## config.mk

```make
export PLATFORM = sky130hd
export DESIGN_NAME = mini8_core
export DESIGN_NICKNAME = d
export VERILOG_FILES = /design/src/rtl/mini8_pkg.sv /design/src/rtl/mini8_decode.sv /design/src/rtl/mini8_regfile.sv /design/src/rtl/mini8_alu.sv /design/src/rtl/mini8_mul.sv /design/src/rtl/mini8_core.sv
export SDC_FILE = /design/constraint.sdc
export NUM_CORES = 1
export LEC_CHECK = 0
export BUFFER_PORTS_ARGS = -buffer_cell sky130_fd_sc_hd__buf_2
export CELL_PAD_IN_SITES_DETAIL_PLACEMENT = 1
export CELL_PAD_IN_SITES_GLOBAL_PLACEMENT = 1
export CORE_ASPECT_RATIO = 0.75
export CORE_MARGIN = 8
export CORE_UTILIZATION = 45
export CTS_BUF_LIST = sky130_fd_sc_hd__clkbuf_4
export DETAILED_ROUTE_END_ITERATION = 10
export GPL_ROUTABILITY_DRIVEN = 0
export PLACE_DENSITY = 0.69
export SETUP_SLACK_MARGIN = 0.4
export SYNTH_ARGS = -nofsm -noshare
export SYNTH_HDL_FRONTEND = slang
export SYNTH_SLANG_ARGS = --single-unit
```

## constraint.sdc

```tcl
create_clock -name clk -period 15.4 [get_ports clk]
set_clock_uncertainty 0.1 [all_clocks]
set_input_delay 3.08 -clock clk [delete_from_list [all_inputs] [get_ports clk]]
set_output_delay 3.08 -clock clk [all_outputs]
set_load 0.03 [all_outputs]
```

## src/rtl/mini8_pkg.sv

```systemverilog
package mini8_pkg;

   localparam int INSN_W = 16;
   localparam int DATA_W = 8;
   localparam int RIDX_W = 5;

   localparam logic [3:0] OPC_LDI = 4'b1110;
   localparam logic [5:0] OPC_ADD = 6'b000011;
   localparam logic [5:0] OPC_MOV = 6'b001011;
   localparam logic [5:0] OPC_MUL = 6'b100111;

   typedef enum logic [2:0] {
      OP_NOP,
      OP_LDI,
      OP_ADD,
      OP_MOV,
      OP_MUL
   } op_e;

   typedef struct packed {
      op_e               op;
      logic [RIDX_W-1:0] rd;
      logic [RIDX_W-1:0] rr;
      logic [DATA_W-1:0] imm;
   } dec_t;

endpackage

```

## src/rtl/mini8_decode.sv

```systemverilog
module mini8_decode
   import mini8_pkg::*;
(
   input  logic [INSN_W-1:0] insn,
   input  logic              valid,
   output dec_t              dec
);

   always_comb begin
      dec.rd  = {insn[8], insn[7:4]};
      dec.rr  = {insn[9], insn[3:0]};
      dec.imm = {insn[11:8], insn[3:0]};
      dec.op  = OP_NOP;
      if (valid) begin
         if (insn[15:12] == OPC_LDI) begin
            dec.op = OP_LDI;
            dec.rd = {1'b1, insn[7:4]};
         end else if (insn[15:10] == OPC_ADD) begin
            dec.op = OP_ADD;
         end else if (insn[15:10] == OPC_MOV) begin
            dec.op = OP_MOV;
         end else if (insn[15:10] == OPC_MUL) begin
            dec.op = OP_MUL;
         end
      end
   end

endmodule

```

## src/rtl/mini8_regfile.sv

```systemverilog
module mini8_regfile #(
   parameter  int DATA_W = 8,
   parameter  int NREGS  = 32,
   localparam int IDX_W  = $clog2(NREGS)
) (
   input  logic                clk,
   input  logic                rst_n,
   input  logic [IDX_W-1:0]    ra_idx,
   input  logic [IDX_W-1:0]    rb_idx,
   output logic [DATA_W-1:0]   ra_data,
   output logic [DATA_W-1:0]   rb_data,
   input  logic                we_a,
   input  logic [IDX_W-1:0]    wa_idx,
   input  logic [DATA_W-1:0]   wa_data,
   input  logic                we_pair,
   input  logic [2*DATA_W-1:0] pair_data,
   input  logic [IDX_W-1:0]    dbg_idx,
   output logic [DATA_W-1:0]   dbg_data
);

   logic [DATA_W-1:0] mem_q [NREGS];

   always_ff @(posedge clk) begin
      if (!rst_n) begin
         for (int i = 0; i < NREGS; i++) mem_q[i] <= '0;
      end else begin
         if (we_a) mem_q[wa_idx] <= wa_data;
         if (we_pair) begin
            mem_q[0] <= pair_data[DATA_W-1:0];
            mem_q[1] <= pair_data[2*DATA_W-1:DATA_W];
         end
      end
   end

   assign ra_data  = mem_q[ra_idx];
   assign rb_data  = mem_q[rb_idx];
   assign dbg_data = mem_q[dbg_idx];

endmodule

```

## src/rtl/mini8_alu.sv

```systemverilog
module mini8_alu #(
   parameter int DATA_W = 8
) (
   input  logic [DATA_W-1:0] a,
   input  logic [DATA_W-1:0] b,
   input  logic              do_add,
   output logic [DATA_W-1:0] y,
   output logic              cout,
   output logic              zero
);

   logic [DATA_W:0] sum;

   assign sum  = {1'b0, a} + {1'b0, b};
   assign y    = do_add ? sum[DATA_W-1:0] : b;
   assign cout = sum[DATA_W];
   assign zero = (sum[DATA_W-1:0] == '0);

endmodule

```

## src/rtl/mini8_mul.sv

```systemverilog
module mini8_mul #(
   parameter int DATA_W = 8,
   parameter bit ARRAY  = 1'b1
) (
   input  logic [DATA_W-1:0]   a,
   input  logic [DATA_W-1:0]   b,
   output logic [2*DATA_W-1:0] y
);

   localparam int PW = 2 * DATA_W;

   generate
      if (ARRAY) begin : g_array
         logic [PW-1:0] acc [DATA_W+1];
         assign acc[0] = '0;
         for (genvar i = 0; i < DATA_W; i++) begin : g_row
            logic [PW-1:0] pp;
            assign pp         = {{DATA_W{1'b0}}, a & {DATA_W{b[i]}}} << i;
            assign acc[i + 1] = acc[i] + pp;
         end
         assign y = acc[DATA_W];
      end else begin : g_op
         assign y = PW'(a) * PW'(b);
      end
   endgenerate

endmodule

```

## src/rtl/mini8_core.sv

```systemverilog
module mini8_core
   import mini8_pkg::*;
#(
   parameter  int PC_W      = 16,
   parameter  int NREGS     = 32,
   parameter  bit MUL_ARRAY = 1'b1,
   localparam int SEL_W     = $clog2(NREGS)
) (
   input  logic              clk,
   input  logic              rst_n,
   output logic [PC_W-1:0]   imem_addr,
   input  logic [INSN_W-1:0] imem_data,
   input  logic [SEL_W-1:0]  dbg_sel,
   output logic [DATA_W-1:0] dbg_data,
   output logic              flag_c,
   output logic              flag_z
);

   generate
      if (NREGS != 32) begin : g_bad_nregs
         $error("mini8_core: operand fields address exactly 32 registers");
      end
      if (PC_W < 2) begin : g_bad_pcw
         $error("mini8_core: PC_W must be at least 2");
      end
   endgenerate

   logic [PC_W-1:0]     pc_q;
   logic [INSN_W-1:0]   ir_q;
   logic                irv_q;
   logic                mbusy_q;
   logic [2*DATA_W-1:0] prod_q;
   logic                fc_q, fz_q;

   dec_t                dec;
   logic [DATA_W-1:0]   opa, opb, alu_y;
   logic                alu_c, alu_z;
   logic [2*DATA_W-1:0] mul_y;
   logic                mul_issue, rf_we;
   logic [DATA_W-1:0]   rf_wdata;

   mini8_decode u_dec (
      .insn  (ir_q),
      .valid (irv_q),
      .dec   (dec)
   );

   mini8_regfile #(.DATA_W(DATA_W), .NREGS(NREGS)) u_rf (
      .clk       (clk),
      .rst_n     (rst_n),
      .ra_idx    (dec.rd),
      .rb_idx    (dec.rr),
      .ra_data   (opa),
      .rb_data   (opb),
      .we_a      (rf_we),
      .wa_idx    (dec.rd),
      .wa_data   (rf_wdata),
      .we_pair   (mbusy_q),
      .pair_data (prod_q),
      .dbg_idx   (dbg_sel),
      .dbg_data  (dbg_data)
   );

   mini8_alu #(.DATA_W(DATA_W)) u_alu (
      .a      (opa),
      .b      (opb),
      .do_add (dec.op == OP_ADD),
      .y      (alu_y),
      .cout   (alu_c),
      .zero   (alu_z)
   );

   mini8_mul #(.DATA_W(DATA_W), .ARRAY(MUL_ARRAY)) u_mul (
      .a (opa),
      .b (opb),
      .y (mul_y)
   );

   assign mul_issue = (dec.op == OP_MUL) && !mbusy_q;
   assign rf_we     = (dec.op == OP_LDI) || (dec.op == OP_ADD) || (dec.op == OP_MOV);
   assign rf_wdata  = (dec.op == OP_LDI) ? dec.imm : alu_y;

   always_ff @(posedge clk) begin
      if (!rst_n) begin
         pc_q    <= '0;
         ir_q    <= '0;
         irv_q   <= 1'b0;
         mbusy_q <= 1'b0;
         prod_q  <= '0;
         fc_q    <= 1'b0;
         fz_q    <= 1'b0;
      end else begin
         mbusy_q <= mul_issue;
         if (mul_issue) prod_q <= mul_y;
         if (!mul_issue) begin
            pc_q  <= pc_q + 1'b1;
            ir_q  <= imem_data;
            irv_q <= 1'b1;
         end
         if (dec.op == OP_ADD) begin
            fc_q <= alu_c;
            fz_q <= alu_z;
         end
      end
   end

   assign imem_addr = pc_q;
   assign flag_c    = fc_q;
   assign flag_z    = fz_q;

endmodule

```

==> summary.txt <==
Outcome
  • Status: finished clean

Yosys
  • Adder-cell share of the synthesized area: 6.17%
  • Post-synthesis mux area share: 26.7%
  • Main combinational cell family by area after synthesis: multiplexers
  • Syn Area/Cell: 12.4 um^2
  • Yosys warnings: 0
  • Post-Synthesis Net Count: 1716
  • Synth area leaders: edfxtp_1 (38%), mux4_2 (22%), dfxtp_1 (5.7%), nor2_1 (4.4%), mux2i_1 (3.6%)
  • Seq/Total Area, Yosys: 44.0%
  • Ys flop type: edfxtp_1
  • FFs w/ async S/R, synth: 0%
  • Post-Syn Area: 0.0201 mm^2
  • Synth Area in XOR/XNOR: 1.22%
  • Complex-gate fraction of the synthesized area: 5.46%
  • Share of the synthesized area in the top cell type: 38.3%
  • Post-Synth Simple-Gate Area: 12.6%
  • Mapped Cells: 1615
  • Cell taking the most area after synthesis: edfxtp_1
  • Seq cells post-synth: 313
  • Number of flops mapped to enable cells by yosys: 256
  • Cell variety after synth: 60

Die
  • Core area: 0.0443 mm^2
  • Die Wd: 260 um
  • Initial cell density of the core: 45.3%
  • Ports: 49
  • Die Y: 199 um
  • Site Rows: 67
  • Die area: 0.0517 mm^2

Critical path
  • Reg2Reg Depth: 28
  • CP Class: input port to primary output
  • Critical-path top delay cell: buf_4
  • Required @ worst endpoint: 12.22 ns
  • Crit path DAT: 5.91 ns
  • Crit. End Element: primary output
  • Crit-path max cell delay: 0.78 ns
  • CP Cell Sequence: buf_4 -> buf_4 -> mux4_2 -> mux4_2 -> mux2_2 -> buf_2
  • Worst Path Max Fanout: 42
  • Worst setup SP type: input port

Timing
  • Minimum clock period: 9.09 ns
  • Fmax: 110 MHz
  • Endpoints failing setup: 0
  • Hold violation total from the final report: 0
  • Slew margin rel.: 9.70%
  • RSZ-0062 raised after global routing: no
  • Worst Tran Pin Value: 1.35 ns
  • Setup TNS: 0 ns
  • Slew Viols, Final: 0
  • Final period utilization: 59.0%

Place
  • Post-DP Area: 0.0207 mm^2
  • Port Buffers: 48
  • Placed wire-length estimate: 49300 um

Drt
  • Post-route ant nets: 0
  • Remaining DRCs: 0
  • Routed vias/inst: 6.60
  • Vias after detailed routing: 15300
  • Initial DRC count: 1839
  • DR pass1 iterations: 5
  • Wire per inst: 30.6 um
  • WL final: 70800 um

Global route
  • Total GRT Usage: 27.6%
  • Largest net degree at the start of global routing: 65
  • Total gr overflow: 0
  • Global-route wire length before repair: 104000 um
  • Vias in the first global route: 15800
  • Antenna violations before repair: 4

CTS
  • Htree depth: 3
  • CTS Hold Bufs: 0
  • PostCTS Resize Cnt: 0
  • Clock-pin slew on the worst setup and hold paths: 0.06 ns
  • Clock root cell: clkbuf_4
  • CTS tree: yes
  • Clk Latency, worst-skew pair: 0.86 ns
  • Clock buffers created by TritonCTS: 84
  • # Post-CTS Setup Buffers: 0
  • Clock sinks: 313
  • Clk buf depth: 3

Power and ir drop
  • LEAKAGE: 7.98 nW
  • Power density cells: 109 mW/mm^2
  • Max VDD drop: 60.4 uV

Hold path
  • Hold depth: 2
  • Hold Crit Class: flop to flop

Layout
  • Share of layout cells above drive strength 1: 26.2%
  • Nets: 1756
  • Fin util: 49.2%
  • Final Instance Area: 0.0218 mm^2
  • Layout overhead on the synthesized area: 8.74%

Job
  • Total of max-cap violations: 0
## worst max-delay path: cells and delay by family
| family | cells | cell delay (ns) |
|---|---|---|
| mux | 3 | 1.44 |
| buf+inv | 3 | 1.36 |
## path summary, 6_finish.rpt
kind                                 start     endpoint  slack [ns]
worst min register to register     ir_q[7]      ir_q[7]        0.36
worst min-delay path               ir_q[7]      ir_q[7]        0.36
worst max register to register        flop   prod_q[14]        6.54
worst max-delay path            dbg_sel[0]  dbg_data[6]        6.31
## report_power, final
group | switching [mW] | internal (mW)
sequential | 0.0353 | 0.940
clock | 0.382 | 0.413
combinational | 0.371 | 0.240
## layout make-up
| cell class | instances | area (um^2) |
|---|---|---|
| repair buffers | 74 | 438 |
| clock inverters | 21 | 134 |
| multi-input cells | 1134 | 10500 |
| well taps | 586 | 733 |
| inverters | 48 | 180 |
| flip-flops and latches | 313 | 8840 |
| clock buffers | 129 | 968 |
| diodes | 10 | 25.0 |
| fillers | 4592 | 22500 |
## routing by layer
metal	global-route usage, %	routed length (um)	part of all wire [%]
met1	37.9	29100	41
met5	0	0	0
met2	40.3	31000	44
met3	9.63	8300	12
met4	10.1	2370	3.3
## registers in the layout, indices dropped and copies added (netlist names), named ones only
register    cells
u_rf.mem_q    256
imem_addr      16
ir_q           16
prod_q         16
flag_c          1
flag_z          1
irv_q           1
mbusy_q         1
## kinds of logic after synthesis
| logic type | after synthesis |
|---|---|
| XOR/XNOR | 28 |
| adder cells (fa/ha/maj) | 78 |
| flip-flops | 313 |
| buffers and inverters | 168 |
| AO/OA/AOI/OAI | 167 |
| AND/OR/NAND/NOR | 576 |
| multiplexers | 285 |
## layout by cell type (no fill, tap or decap), types with 4 or more instances in the layout
cell / count
xnor2_1: 16
nand4_1: 8
edfxtp_1: 256
a211oi_1: 5
diode_2: 10
o211ai_1: 4
nand2_1: 177
and3_1: 8
buf_2: 47
nor3_1: 65
ha_1: 43
or3_1: 9
clkinv_1: 15
xor2_1: 12
nand2b_1: 7
nand3_1: 13
nor4_1: 4
a22oi_1: 32
dfxtp_1: 52
o21ai_0: 32
nor2b_1: 17
mux2i_1: 72
and2_1: 17
nor2_1: 233
a21o_1: 9
mux4_2: 198
inv_2: 5
fa_1: 35
o21bai_1: 4
a21oi_1: 60
mux2_2: 13
buf_4: 27
clkbuf_4: 129
inv_1: 45
## through the flow
| stage | hold slack (ns) | setup WS, ns | power (mW) | instances |
|---|---|---|---|---|
| after floorplan | 0.332 | 6.86 | 1.41 | 1615 |
| after global placement | 0.344 | 6.29 | 1.58 | 2155 |
| after detailed placement | 0.353 | 6.22 | 1.59 | 2155 |
| after CTS | 0.360 | 6.21 | 2.38 | 2305 |
| after global routing | 0.380 | 6.10 | 2.50 | 2313 |
| final | 0.357 | 6.31 | 2.38 | 2315 |
## synth_stat cells (all sizes together) (19+ instances only)
| library cell | instances |
|---|---|
| a21oi | 65 |
| nand2 | 177 |
| nor3 | 67 |
| o21ai | 32 |
| fa | 35 |
| inv | 48 |
| nor2 | 234 |
| dfxtp | 57 |
| mux2i | 74 |
| clkbuf | 59 |
| mux4 | 198 |
| edfxtp | 256 |
| buf | 61 |
| and2 | 19 |
| a22oi | 32 |
| ha | 43 |
No activity file was read; power rests on OpenSTA's default activity.
